## config.mk

```make
export PLATFORM = sky130hd
export DESIGN_NAME = rtc_bcd_core
export DESIGN_NICKNAME = d
export VERILOG_FILES = /design/src/rtl/rtc_pkg.sv /design/src/rtl/rtc_tick_div.sv /design/src/rtl/rtc_time_adv.sv /design/src/rtl/rtc_date_adv.sv /design/src/rtl/rtc_bcd_core.sv
export SDC_FILE = /design/constraint.sdc
export NUM_CORES = 1
export LEC_CHECK = 0
export CORE_ASPECT_RATIO = 1.2
export CORE_MARGIN = 4
export CORE_UTILIZATION = 56
export CTS_CLUSTER_DIAMETER = 30
export DETAILED_ROUTE_END_ITERATION = 10
export MAX_ROUTING_LAYER = met4
export PLACE_DENSITY = 0.75
export SLEW_MARGIN = 25
export SYNTH_ARGS = -nofsm -noshare
export SYNTH_HDL_FRONTEND = slang
export SYNTH_HIERARCHICAL = 1
export SYNTH_SLANG_ARGS = --single-unit
```

## constraint.sdc

```tcl
create_clock -name clk -period 3.6 [get_ports clk]
set_input_delay 0.72 -clock clk [delete_from_list [all_inputs] [get_ports clk]]
set_output_delay 0.72 -clock clk [all_outputs]
set_load 0.005 [all_outputs]
```

## src/rtl/rtc_pkg.sv

```systemverilog
package rtc_pkg;

    localparam int unsigned REG_W   = 8;
    localparam int unsigned ADDR_W  = 3;

    localparam logic [ADDR_W-1:0] ADDR_SEC   = 3'd0;
    localparam logic [ADDR_W-1:0] ADDR_MIN   = 3'd1;
    localparam logic [ADDR_W-1:0] ADDR_HOUR  = 3'd2;
    localparam logic [ADDR_W-1:0] ADDR_DATE  = 3'd3;
    localparam logic [ADDR_W-1:0] ADDR_MONTH = 3'd4;
    localparam logic [ADDR_W-1:0] ADDR_DOW   = 3'd5;
    localparam logic [ADDR_W-1:0] ADDR_YEAR  = 3'd6;
    localparam logic [ADDR_W-1:0] ADDR_CTRL  = 3'd7;

    typedef struct packed {
        logic [REG_W-1:0] sec;
        logic [REG_W-1:0] min;
        logic [REG_W-1:0] hour;
        logic [REG_W-1:0] date;
        logic [REG_W-1:0] month;
        logic [REG_W-1:0] dow;
        logic [REG_W-1:0] year;
        logic [REG_W-1:0] ctrl;
    } rtc_regs_t;

    // Add one to a two-digit BCD byte (caller handles the wrap).
    function automatic logic [7:0] bcd_step(input logic [7:0] v);
        if (v[3:0] >= 4'd9) begin
            return {v[7:4] + 4'd1, 4'd0};
        end
        return {v[7:4], v[3:0] + 4'd1};
    endfunction

    // Last valid date of a month, in BCD. The leap test works on the two
    // BCD digits: a value is a multiple of four when an even tens digit
    // meets 0/4/8 or an odd tens digit meets 2/6.
    function automatic logic [7:0] month_last(input logic [7:0] month,
                                              input logic [7:0] year);
        logic leap;
        leap = year[4] ? (year[3:0] == 4'd2 || year[3:0] == 4'd6)
                       : (year[3:0] == 4'd0 || year[3:0] == 4'd4 ||
                          year[3:0] == 4'd8);
        case (month)
            8'h02:                      return leap ? 8'h29 : 8'h28;
            8'h04, 8'h06, 8'h09, 8'h11: return 8'h30;
            default:                    return 8'h31;
        endcase
    endfunction

    // Bits that exist in each register; the rest read as zero.
    function automatic logic [7:0] wr_mask(input logic [ADDR_W-1:0] a);
        case (a)
            ADDR_SEC:   return 8'hFF;
            ADDR_MIN:   return 8'h7F;
            ADDR_HOUR:  return 8'hBF;
            ADDR_DATE:  return 8'h3F;
            ADDR_MONTH: return 8'h1F;
            ADDR_DOW:   return 8'h07;
            ADDR_YEAR:  return 8'hFF;
            default:    return 8'h80;
        endcase
    endfunction

endpackage

```

## src/rtl/rtc_tick_div.sv

```systemverilog
module rtc_tick_div #(
    parameter int unsigned TICKS_PER_SEC = 4
) (
    input  logic clk,
    input  logic rst_n,
    input  logic tick_i,
    input  logic hold_i,
    input  logic clear_i,
    output logic sec_step_o
);
    localparam int unsigned PW = (TICKS_PER_SEC > 1) ? $clog2(TICKS_PER_SEC) : 1;
    localparam logic [PW-1:0] LAST = PW'(TICKS_PER_SEC - 1);

    logic [PW-1:0] phase_d, phase_q;

    always_comb begin
        phase_d    = phase_q;
        sec_step_o = 1'b0;
        if (clear_i) begin
            phase_d = '0;
        end else if (!hold_i && tick_i) begin
            if (phase_q == LAST) begin
                phase_d    = '0;
                sec_step_o = 1'b1;
            end else begin
                phase_d = phase_q + 1'b1;
            end
        end
    end

    always_ff @(posedge clk or negedge rst_n) begin
        if (!rst_n) begin
            phase_q <= '0;
        end else begin
            phase_q <= phase_d;
        end
    end

endmodule

```

## src/rtl/rtc_time_adv.sv

```systemverilog
module rtc_time_adv
    import rtc_pkg::*;
(
    input  logic       step_i,
    input  logic [7:0] sec_i,
    input  logic [7:0] min_i,
    input  logic [7:0] hour_i,
    output logic [7:0] sec_o,
    output logic [7:0] min_o,
    output logic [7:0] hour_o,
    output logic       day_o
);
    logic [7:0] sec_inc, min_inc, hr12_inc, hr24_inc;
    logic       min_cy, hour_cy, pm_n;

    assign sec_inc  = bcd_step(sec_i);
    assign min_inc  = bcd_step(min_i);
    assign hr12_inc = bcd_step({3'b000, hour_i[4:0]});
    assign hr24_inc = bcd_step({1'b0, hour_i[6:0]});

    always_comb begin
        sec_o   = sec_i;
        min_o   = min_i;
        hour_o  = hour_i;
        day_o   = 1'b0;
        min_cy  = 1'b0;
        hour_cy = 1'b0;
        pm_n    = hour_i[5];

        if (step_i) begin
            if (sec_i == 8'h59) begin
                sec_o  = 8'h00;
                min_cy = 1'b1;
            end else begin
                sec_o = sec_inc;
            end
        end

        if (min_cy) begin
            if (min_i == 8'h59) begin
                min_o   = 8'h00;
                hour_cy = 1'b1;
            end else begin
                min_o = min_inc;
            end
        end

        if (hour_cy) begin
            if (hour_i[7]) begin
                if (hour_i[4:0] == 5'h12) begin
                    hour_o = {1'b1, 1'b0, pm_n, 5'h01};
                end else if (hour_i[4:0] == 5'h11) begin
                    day_o  = hour_i[5];
                    pm_n   = ~hour_i[5];
                    hour_o = {1'b1, 1'b0, pm_n, 5'h12};
                end else begin
                    hour_o = hr12_inc | {1'b1, 1'b0, pm_n, 5'h00};
                end
            end else begin
                if (hour_i[6:0] == 7'h23) begin
                    hour_o = 8'h00;
                    day_o  = 1'b1;
                end else begin
                    hour_o = hr24_inc;
                end
            end
        end
    end

endmodule

```

## src/rtl/rtc_date_adv.sv

```systemverilog
module rtc_date_adv
    import rtc_pkg::*;
(
    input  logic       day_i,
    input  logic [7:0] date_i,
    input  logic [7:0] month_i,
    input  logic [7:0] dow_i,
    input  logic [7:0] year_i,
    output logic [7:0] date_o,
    output logic [7:0] month_o,
    output logic [7:0] dow_o,
    output logic [7:0] year_o
);
    logic [7:0] last_day;
    logic [7:0] date_inc, month_inc, dow_inc, year_inc;
    logic       mon_cy, year_cy;

    assign last_day  = month_last(month_i, year_i);
    assign date_inc  = bcd_step(date_i);
    assign month_inc = bcd_step(month_i);
    assign dow_inc   = bcd_step(dow_i);
    assign year_inc  = bcd_step(year_i);

    always_comb begin
        date_o  = date_i;
        month_o = month_i;
        dow_o   = dow_i;
        year_o  = year_i;
        mon_cy  = 1'b0;
        year_cy = 1'b0;

        if (day_i) begin
            dow_o = (dow_i == 8'h07) ? 8'h01 : dow_inc;
            if (date_i == last_day) begin
                date_o = 8'h01;
                mon_cy = 1'b1;
            end else begin
                date_o = date_inc;
            end
        end

        if (mon_cy) begin
            if (month_i == 8'h12) begin
                month_o = 8'h01;
                year_cy = 1'b1;
            end else begin
                month_o = month_inc;
            end
        end

        if (year_cy) begin
            year_o = (year_i == 8'h99) ? 8'h00 : year_inc;
        end
    end

endmodule

```

## src/rtl/rtc_bcd_core.sv

```systemverilog
module rtc_bcd_core
    import rtc_pkg::*;
#(
    parameter int unsigned TICKS_PER_SEC = 4
) (
    input  logic                clk,
    input  logic                rst_n,
    input  logic                tick_i,
    input  logic                wr_en_i,
    input  logic [ADDR_W-1:0]   wr_addr_i,
    input  logic [REG_W-1:0]    wr_data_i,
    input  logic [ADDR_W-1:0]   rd_addr_i,
    output logic [REG_W-1:0]    rd_data_o
);
    localparam rtc_regs_t RESET_VAL = '{
        sec: 8'h80, min: 8'h00, hour: 8'h00, date: 8'h01,
        month: 8'h01, dow: 8'h01, year: 8'h00, ctrl: 8'h00
    };

    rtc_regs_t        state_d, state_q;
    logic             wr_ok, hold, clear_phase, sec_step, day_cy;
    logic [REG_W-1:0] wdata;
    logic [REG_W-1:0] sec_n, min_n, hour_n, date_n, month_n, dow_n, year_n;

    // Lock bit blocks every address except the control byte itself.
    assign wr_ok       = wr_en_i && (!state_q.ctrl[7] || wr_addr_i == ADDR_CTRL);
    assign hold        = wr_ok || state_q.sec[7];
    assign clear_phase = wr_ok && (wr_addr_i == ADDR_SEC);
    assign wdata       = wr_data_i & wr_mask(wr_addr_i);

    rtc_tick_div #(
        .TICKS_PER_SEC(TICKS_PER_SEC)
    ) i_div (
        .clk        (clk),
        .rst_n      (rst_n),
        .tick_i     (tick_i),
        .hold_i     (hold),
        .clear_i    (clear_phase),
        .sec_step_o (sec_step)
    );

    rtc_time_adv i_time (
        .step_i (sec_step),
        .sec_i  (state_q.sec),
        .min_i  (state_q.min),
        .hour_i (state_q.hour),
        .sec_o  (sec_n),
        .min_o  (min_n),
        .hour_o (hour_n),
        .day_o  (day_cy)
    );

    rtc_date_adv i_date (
        .day_i   (day_cy),
        .date_i  (state_q.date),
        .month_i (state_q.month),
        .dow_i   (state_q.dow),
        .year_i  (state_q.year),
        .date_o  (date_n),
        .month_o (month_n),
        .dow_o   (dow_n),
        .year_o  (year_n)
    );

    always_comb begin
        state_d = state_q;
        if (wr_ok) begin
            case (wr_addr_i)
                ADDR_SEC:   state_d.sec   = wdata;
                ADDR_MIN:   state_d.min   = wdata;
                ADDR_HOUR:  state_d.hour  = wdata;
                ADDR_DATE:  state_d.date  = wdata;
                ADDR_MONTH: state_d.month = wdata;
                ADDR_DOW:   state_d.dow   = wdata;
                ADDR_YEAR:  state_d.year  = wdata;
                default:    state_d.ctrl  = wdata;
            endcase
        end else begin
            state_d.sec   = sec_n;
            state_d.min   = min_n;
            state_d.hour  = hour_n;
            state_d.date  = date_n;
            state_d.month = month_n;
            state_d.dow   = dow_n;
            state_d.year  = year_n;
        end
    end

    always_ff @(posedge clk or negedge rst_n) begin
        if (!rst_n) begin
            state_q <= RESET_VAL;
        end else begin
            state_q <= state_d;
        end
    end

    always_comb begin
        case (rd_addr_i)
            ADDR_SEC:   rd_data_o = state_q.sec;
            ADDR_MIN:   rd_data_o = state_q.min;
            ADDR_HOUR:  rd_data_o = state_q.hour;
            ADDR_DATE:  rd_data_o = state_q.date;
            ADDR_MONTH: rd_data_o = state_q.month;
            ADDR_DOW:   rd_data_o = state_q.dow;
            ADDR_YEAR:  rd_data_o = state_q.year;
            default:    rd_data_o = state_q.ctrl;
        endcase
    end

endmodule

```

After elaboration in Yosys (flattened, before gate mapping)
Index checks and enable logic that the tools add are counted.
{"block": "totals", "word_cells": 202, "out_inout_bits": 8, "inputBits": 18, "ff_bits": 66}
{"block": "op_classes", "muxes": 72, "bitwise": 4, "add_sub_neg": 16, "n_eq_ne": 40, "order_cmp": 7, "n_reduce_logical": 46}
{"op": "8-bit two-way mux", "count": 40}
{"op": "56-bit two-way mux", "count": 1}
{"op": "8-bit case mux with 7 select lines", "count": 1}
{"op": "4-bit by 1-bit adder with 4-bit output, second input constant", "count": 13}
{"op": "8-bit case mux with 6 select lines", "count": 1}
{"op": "4-bit greater-or-equal comparator, second input constant", "count": 7}
{"op": "1-bit two-way mux", "count": 25}
{"op": "8-bit by 3-bit equality test with 1-bit output, second input constant", "count": 3}
{"op": "3-bit equality test, second input constant", "count": 7}
{"op": "3-bit AND reduction", "count": 7}
{"op": "3-bit nonzero test", "count": 6}
{"op": "8-bit by 5-bit equality test with 1-bit output, second input constant", "count": 2}
{"op": "8-bit by 7-bit equality test with 1-bit output, second input constant", "count": 2}
{"op": "8-bit case mux with 2 select lines", "count": 1}
{"op": "2-bit AND reduction", "count": 8}
{"op": "2-bit by 1-bit inequality test with 1-bit output, second input constant", "count": 7}
{"op": "2-bit nonzero test", "count": 7}
{"op": "3-bit by 2-bit equality test with 1-bit output, second input constant", "count": 4}
{"op": "5-bit equality test, second input constant", "count": 2}
{"op": "8-bit bitwise AND", "count": 1}
{"op": "4-bit by 3-bit equality test with 1-bit output, second input constant", "count": 2}
{"op": "8-bit by 2-bit equality test with 1-bit output, second input constant", "count": 1}
{"op": "8-bit by 4-bit equality test with 1-bit output, second input constant", "count": 1}
{"op": "8-bit equality test", "count": 1}
{"op": "23 further kinds", "count": 35}

Longest topological paths before layout
Gate-level depths: netlist of the first run.
{"block": "depth", "word_depth": 15, "depth_mapped": 16, "ltp_nobuf": 13}

Cells and area by module
The synthesis of the first run kept the hierarchy.
{"mod": "rtc_bcd_core", "instances": 1, "cells_per_inst": 364, "area_each_um2": 3503.4, "seq_area_each_um2": 1606.5}
{"mod": "rtc_date_adv", "instances": 1, "cells_per_inst": 195, "area_each_um2": 1302.5, "seq_area_each_um2": 0.0}
{"mod": "rtc_time_adv", "instances": 1, "cells_per_inst": 143, "area_each_um2": 972.2, "seq_area_each_um2": 0.0}
{"mod": "rtc_tick_div", "instances": 1, "cells_per_inst": 10, "area_each_um2": 120.1, "seq_area_each_um2": 50.0}

Least setup slack after synthesis of the first run
OpenSTA, ideal clock, no wires.
{"block": "synth_path", "path_kind": "input to register", "startpoint": "input port wr_en_i", "endpoint": "register state_q[18] (netlist bit)", "required_time_ns": 3.474, "stages": 14, "setup_ns": 0.126, "setup_slack_ns": -0.427, "n_path_buf": 3, "arrival_time_ns": 3.901, "cell_sequence": "nor2b_1 -> buf_4 -> or3_1 -> nand2b_4 -> nor3b_2 -> and2_2 -> nand4_1 -> a2111oi_0 -> clkbuf_1 -> clkbuf_1 -> o21ai_0 -> nand2_1 -> o31ai_1 -> a221o_1"}
{"block": "synth_via", "elab_chain_cells": 11, "elab_cells_between_ends": 14, "cone_classes": "eq/ne: 1; mux: 6; reduce/logical: 7"}
{"item": "start, declared", "line_no": "rtc_bcd_core.sv:9", "source": "input logic wr_en_i,"}
{"item": "1-bit logical AND", "line_no": "rtc_bcd_core.sv:26", "source": "assign wr_ok = wr_en_i && (!state_q.ctrl[7] || wr_addr_i == ADDR_CTRL);"}
{"item": "1-bit logical OR", "line_no": "rtc_bcd_core.sv:27", "source": "assign hold = wr_ok || state_q.sec[7];"}
{"item": "net hold", "line_no": "rtc_bcd_core.sv:21", "source": "logic wr_ok, hold, clear_phase, sec_step, day_cy;"}
{"item": "1-bit logical NOT", "line_no": "rtc_tick_div.sv:21", "source": "end else if (!hold_i && tick_i) begin"}
{"item": "1-bit logical AND", "line_no": "rtc_tick_div.sv:21"}
{"item": "1-bit two-way mux", "line_no": "rtc_tick_div.sv:21"}
{"item": "1-bit two-way mux", "line_no": "rtc_tick_div.sv:19", "source": "if (clear_i) begin"}
{"item": "net sec_step", "line_no": "rtc_bcd_core.sv:21"}
{"item": "1-bit two-way mux", "line_no": "rtc_time_adv.sv:30", "source": "if (step_i) begin"}
{"item": "1-bit two-way mux", "line_no": "rtc_time_adv.sv:39", "source": "if (min_cy) begin"}
{"item": "1-bit two-way mux", "line_no": "rtc_time_adv.sv:48", "source": "if (hour_cy) begin"}
{"item": "net day_cy", "line_no": "rtc_bcd_core.sv:21"}
{"item": "2-bit nonzero test (no line)"}
{"item": "2-bit AND reduction (no line)"}
{"item": "end signal, assigned", "line_no": "rtc_bcd_core.sv:93", "source": "state_q <= state_d;"}
{"item": "end, declared", "line_no": "rtc_bcd_core.sv:20", "source": "rtc_regs_t state_d, state_q;"}
The timed path passes the listed nets, and every way through them passes these cells.
A chain may end at the register's enable or synchronous reset.

Final worst setup path of the first run
{"block": "layout_path", "startpoint": "input port wr_en_i", "endpoint": "register state_q[35] (netlist bit)"}
Same word-level chain as after synthesis.

==> impl_results.md, run 1 <==
* Outcome: finished, final reports clean
* Starting Density at 0.5805
* Design area at 0.006785 mm²
* Critical Path AT at 3780 ps
* Hold crit path type: in2async
* Slew at the pin closest to its max-slew limit at 819.4 ps
* CTS Sinks at 66
* First-pass GRT wire length at 27.95 mm
* Xor and xnor area share after synthesis at 0.02079
* Die area at 0.01224 mm²
* Period utilization at 0.9744
* CP max stage cell: or4_1
* Main combinational cell family by area after synthesis: simple AND/OR/NAND/NOR gates
* Antenna Cells at 0
* Via count at 5769
* Post-route DRC at 0
* Skew final at 7.341 ps
* Synth Area in Adders at 0.08697
* WP data required at 3870 ps
* #FFs+latches synth at 66
* Synth warn at 6
* Post-synthesis simple-gate area fraction at 0.2490
* DP HPWL at 12.86 mm
* Remaining global-route overflow at 0
* Proportion of layout cells with a drive suffix above 1 at 0.1513
* Synth Area in Compound Gates at 0.2389
* Final wirelength at 17.46 mm
* CP endpoint kind: register
* Buffers plus inverters on the worst setup path at 3
* Clock period minus worst slack at 3508 ps
* Top-Level Pins at 26
* Ranking of synthesized cells by area: dfrtp_1 26%, ha_1 8.7%, a21oi_1 5.2%, o21ai_0 4.2%, nor2_1 4.0%
* TritonCTS Buffers at 9
* LEAKAGE at 2.970 nW
* Row count at 40
* Fmax at 285.1 MHz
* Largest stage delay, worst path at 400 ps
* Post-route ant nets at 0
* IO buf count at 25
* Layout overhead on the synthesized area at 15.04%
* Cell Area, Synth at 0.005898 mm²
* Multiplexer share of the synthesized area at 0.05876
* Worst-path clk slew at 60 ps
* Count leader, synth: nor2_1
* Crit Path Max Fanout at 5
* Die W at 101.7 µm
* Later-pin clock latency in the skew report at 340 ps
* Clock Tree Root: clkbuf_16
* Sequential-to-total area share from yosys stat at 0.2809
* Kind of critical path: in2reg
* Maximum vdd drop at 0.0002865 V
* DR iter-0 viols at 416
* Core area at 0.01016 mm²
* Asr flop ratio synth at 1.000
* Vias in the first global route at 5493
* Die height at 120.4 µm
* MaxCap Viol Count at 0
* Slew headroom at 0.4538
* Area leader, netlist: dfrtp_1
* Post-synth net total at 771
* GR Util All Layers at 0.3004
* Syn Area/Cell at 8.284 µm²
* Layout Nets at 814
* Synth unique cells at 94
* Crit-path leading delay family: simple AND/OR/NAND/NOR gates
* Largest net degree at the start of global routing at 52
* Cells along the critical path: dlygate4sd2_1, buf_4, nor2b_2, or3_1, nand2b_4, nor3b_4, and2_4, nand4_1, a2111oi_4, buf_4, nand2_1, or4_1, a22o_1, o21ai_1, a21oi_1, o21ai_1
* Clk buf depth at 2
* Core Util, Final at 0.6679
* CTS tree: built
* Overall Power at 0.003655 W
* Routability cong. at 0.9913
* Main synth FF type: dfrtp_1
* Startpoint class of the critical path: input port
* EDFF count, synth at 0
* Pwr/cell area at 538.6 mW/mm²
* Top cells by instance count after synthesis: 63 x nor2_1, 62 x dfrtp_1, 62 x nand2_1
* Filler instances at 846
* Post-DR vias/cell at 6.511
* Drt first pass iters at 5
* CTS H-tree lvls at 3
* Initial antenna violation count at 0
* Slew Viols, Final at 0
* Final Hold Viols at 0
* Setup violations, final at 0
* Synth top area share at 0.2630
* Cell Area, Placed at 0.006422 mm²
* Routed length per instance at 19.71 µm
* Post-Syn Instances at 712
[flip-flops by register name, summed over array words and instances (netlist names)]
| name | cells |
|---|---|
| i_div/phase_q | 2 |
| state_q | 64 |
[final timing paths]
| path | slack, ps | start | cells past startpoint | to |
|---|---|---|---|---|
| hold reg to reg | 490 | state_q[1]$_DFFE_PN0P_ | 1 | state_q[1]$_DFFE_PN0P_ |
| setup / recovery | 90 | wr_en_i | 16 | state_q[35]$_DFFE_PN0P_ |
| min in group clk | 490 | state_q[1]$_DFFE_PN0P_ | 1 | state_q[1]$_DFFE_PN0P_ |
| max in group asynchronous | 2400 | rst_n | 2 | state_q[16]$_DFFE_PN1P_ |
| setup reg to reg | 490 | state_q[40]$_DFFE_PN0P_ | 11 | state_q[35]$_DFFE_PN0P_ |
| hold / removal | 470 | rst_n | 1 | state_q[11]$_DFFE_PN0P_ |
[stage by stage]
| stage | worst slack (ps) | TNS, ps | hold WS, ps | instances |
|---|---|---|---|---|
| 2_1_floorplan | 18.59 | 0 | 424.4 | 712 |
| 3_3_place_gp | -457.9 | -7731 | 473.2 | 865 |
| 3_5_place_dp | -532.6 | -10040 | 471.5 | 865 |
| 4_1_cts | 1.218 | 0 | 488.9 | 884 |
| 5_1_grt | -7.031 | -10.86 | 512.2 | 886 |
| 6_report | 92.19 | 0 | 474.6 | 886 |
[cells in the final DEF, fill, tap and decap left out, types with 11 or more instances in the layout]
master,count
and3_1,11
a21oi_1,61
a22o_1,13
nand3_1,27
ha_1,41
mux2i_1,20
inv_1,43
o21ai_0,43
nor2_1,63
nor3_1,15
clkdlybuf4s50_1,20
buf_4,40
dfrtp_1,62
and2_1,12
nand2_1,62
[final cells by class]
type | count | area, µm² | share of cell area
Inverter | 45 | 168.9 | 0.02489
Multi-Input combinational cell | 565 | 3923 | 0.5781
Clock buffer | 14 | 274.0 | 0.04038
Sequential cell | 66 | 1657 | 0.2441
Clock inverter | 2 | 10.01 | 0.001475
Tap cell | 126 | 157.7 | 0.02323
Timing Repair Buffer | 68 | 595.6 | 0.08777
[what timing repair did]
| action | in CTS | in global routing |
|---|---|---|
| hold buffers | 0 | 0 |
| gates resized for setup | 14 | 7 |
| pin swaps | 9 | 6 |
| buffers inserted | 3 | 2 |
| endpoints found under the setup margin | 14 | 16 |
[per-layer routing]
layer  vias up  wire length (µm)  track usage
li1       2673                 -            -
met1      2735              6717       0.3556
met2       285              8326       0.4705
met3        76              1340      0.04962
met4         0              1079       0.1904
met5         -                 0            -
[logic make-up (layout without fill, tap and decap cells)]
logic type	count (synthesis)	count (layout)
AO/OA/AOI/OAI	210	210
XOR/XNOR	14	14
adder cells (fa/ha/maj)	41	41
buffers and inverters	81	129
flip-flops	66	66
multiplexers	31	31
AND/OR/NAND/NOR	269	269
[power breakdown]
group          switching (W)  internal [W]  total, W
clock               0.000334      0.000521  0.000854
sequential          0.000409      0.000935   0.00134
combinational       0.000793      0.000664   0.00146
total                0.00153       0.00212   0.00365
Note: power is estimated with default switching activity, not from simulation.
==> run 2: changes to the inputs <==
--- a/config.mk
+++ b/config.mk
@@ -5,7 +5,7 @@
 export SDC_FILE = /design/constraint.sdc
 export NUM_CORES = 1
 export LEC_CHECK = 0
-export CORE_ASPECT_RATIO = 1.2
+export CORE_ASPECT_RATIO = 0.8
 export CORE_MARGIN = 4
 export CORE_UTILIZATION = 56
 export CTS_CLUSTER_DIAMETER = 30
==> impl_results.md, run 2 (synthesis gave the netlist of run 1 again) <==
* Outcome: finished, final reports clean
* Period utilization at 0.9811
* Final TNS setup at 0 ps
* Worst-path clk slew at 60 ps
* CP dominant cell by count: clkdlybuf4s50_1
* Core area at 0.01028 mm²
* Vias in the first global route at 5234
* CTS tree: built
* Proportion of layout cells with a drive suffix above 1 at 0.1368
* Drt first pass iters at 5
* Multi-input logic area at 0.003901 mm²
* First-pass GRT wire length at 28.18 mm
* DP HPWL at 12.95 mm
* Antenna Cells at 0
* CTS Sinks at 66
* Fmax at 283.1 MHz
* Cells along the critical path: clkdlybuf4s50_1, mux2_2, a221oi_1, a31oi_1, o22a_1, clkdlybuf4s50_1
* Reg-to-reg startpoint: state_q[41]$_DFFE_PN0P_
* Slew at the pin closest to its max-slew limit at 637.8 ps
* Startpoint class of the critical path: input port
* Final worst setup slack at 68.15 ps
* GR met3 Demand/Resource at 0.06817
* Largest net degree at the start of global routing at 67
* Most frequent cells in the layout: 63 x nor2_1, 62 x nand2_1, 62 x dfrtp_1
* Commonest non-fill, non-tap cell in the layout: nor2_1
* Die W at 122.7 µm
* Row count at 33
* Die area at 0.01225 mm²
* MaxCap Viol Count at 0
* Most Crowded Layer GR: met1
* Non-filler cells, final at 893
* Starting Density at 0.5737
* Sequential cell area at 0.001657 mm²
* CTS H-tree lvls at 3
* Clock period minus worst slack at 3532 ps
* Biggest register: state_q
* Crit Path Max Fanout at 5
* Final wirelength at 17.79 mm
* Critical Path AT at 2810 ps
* Hold WS at 366.6 ps
* Post-route DRC at 0
* Initial antenna violation count at 0
* IO buf count at 25
* Pwr/cell area at 572.1 mW/mm²
* Dpl cells at 873
* WP data required at 2880 ps
* Via count at 5689
* Kind of critical path: in2out
* Final Hold Viols at 0
* GR Util All Layers at 0.3067
* Routability cong. at 0.9604
* Clk buf depth at 2
* Layout overhead on the synthesized area at 15.34%
* Later-pin clock latency in the skew report at 330 ps
* CP startpoint: rd_addr_i[1]
* Largest stage delay, worst path at 660 ps
* Die height at 99.80 µm
* CP max stage cell: clkdlybuf4s50_1
* Core Util, Final at 0.6617
* TritonCTS Buffers at 9
* Slew headroom at 0.5743
* Grt met1 use at 0.4390
* CP endpoint kind: output port
* LEAKAGE at 2.956 nW
* Max FFs per register at 64
* Post-route ant nets at 0
* Clock Tree Root: clkbuf_16
* Post-Place Setup Slack at -433.4 ps
* M2 GR Usage at 0.4297
* Largest registers: state_q x64, i_div/phase_q x2
* Post-DR vias/cell at 6.371
* Setup violations, final at 0
* Skew final at 4.661 ps
* Layout Nets at 807
* Routed length per instance at 19.92 µm
* Filler instances at 831
* Slew Viols, Final at 0
* Hold crit path type: in2async
* Top-Level Pins at 26
* Maximum vdd drop at 0.0004241 V
* DR iter-0 viols at 689
* Remaining global-route overflow at 0
[run 2: cell types whose count changed in the layout (fill, tap and decap cells not counted), sizes merged]
cell | previous run | this run
buf | 44 | 37
clkinv | 2 | 0
clkinvlp | 0 | 1
clkbuf | 14 | 12
bufinv | 0 | 3
[run 2: routing by layer]
| layer | part of all wire | wire length (µm) |
|---|---|---|
| met1 | 0.45 | 8044 |
| met4 | 0.022 | 388 |
| met3 | 0.088 | 1563 |
| met5 | 0 | 0 |
| met2 | 0.44 | 7794 |
[run 2: worst max-delay path: cells and delay by family]
| family | cells | cell delay, ps |
|---|---|---|
| AOI/OAI and AO/OA | 3 | 620 |
| buffers and inverters | 2 | 1100 |
| muxes | 1 | 370 |
[run 2: area by class of cell]
class | instances | share of cell area
timing repair buffer | 61 | 0.08038
tap | 140 | 0.02575
sequential | 66 | 0.2435
clock inverter | 4 | 0.01435
multi-input combinational | 565 | 0.5735
inverter | 45 | 0.02483
clock buffer | 12 | 0.03770
[run 2: per-stage QoR]
step / area [µm²] / power, W
2_1_floorplan: 5919 / 0.002282
5_1_grt: 6803 / 0.004125
3_5_place_dp: 6395 / 0.002779
6_report: 6803 / 0.003892
4_1_cts: 6764 / 0.003847
3_3_place_gp: 6395 / 0.002702
[run 2: final timing paths]
kind,end,slack (ps),cells after the start
max,rd_data_o[2],70,6
min,state_q[46]$_DFFE_PN0P_,370,2
max reg2reg,state_q[14]$_DFFE_PN0P_,420,11
min reg2reg,state_q[1]$_DFFE_PN0P_,490,1
max in group asynchronous,state_q[63]$_DFFE_PN1P_,2850,2
min in group clk,state_q[1]$_DFFE_PN0P_,490,1
[run 2: report_power, final]
group | total [W] | internal (W) | switching [W]
Combinational | 0.00149 | 0.000668 | 0.000824
Clock | 0.00104 | 0.000714 | 0.000321
Sequential | 0.00137 | 0.000935 | 0.000431
Total | 0.00389 | 0.00232 | 0.00158
[run 2: what timing repair did]
action,CTS,global route
setup endpoints to repair,6,17
cloned,0,0
setup buffers,1,3
pin swaps,5,7
gates resized for setup,8,5
hold buffers,0,0
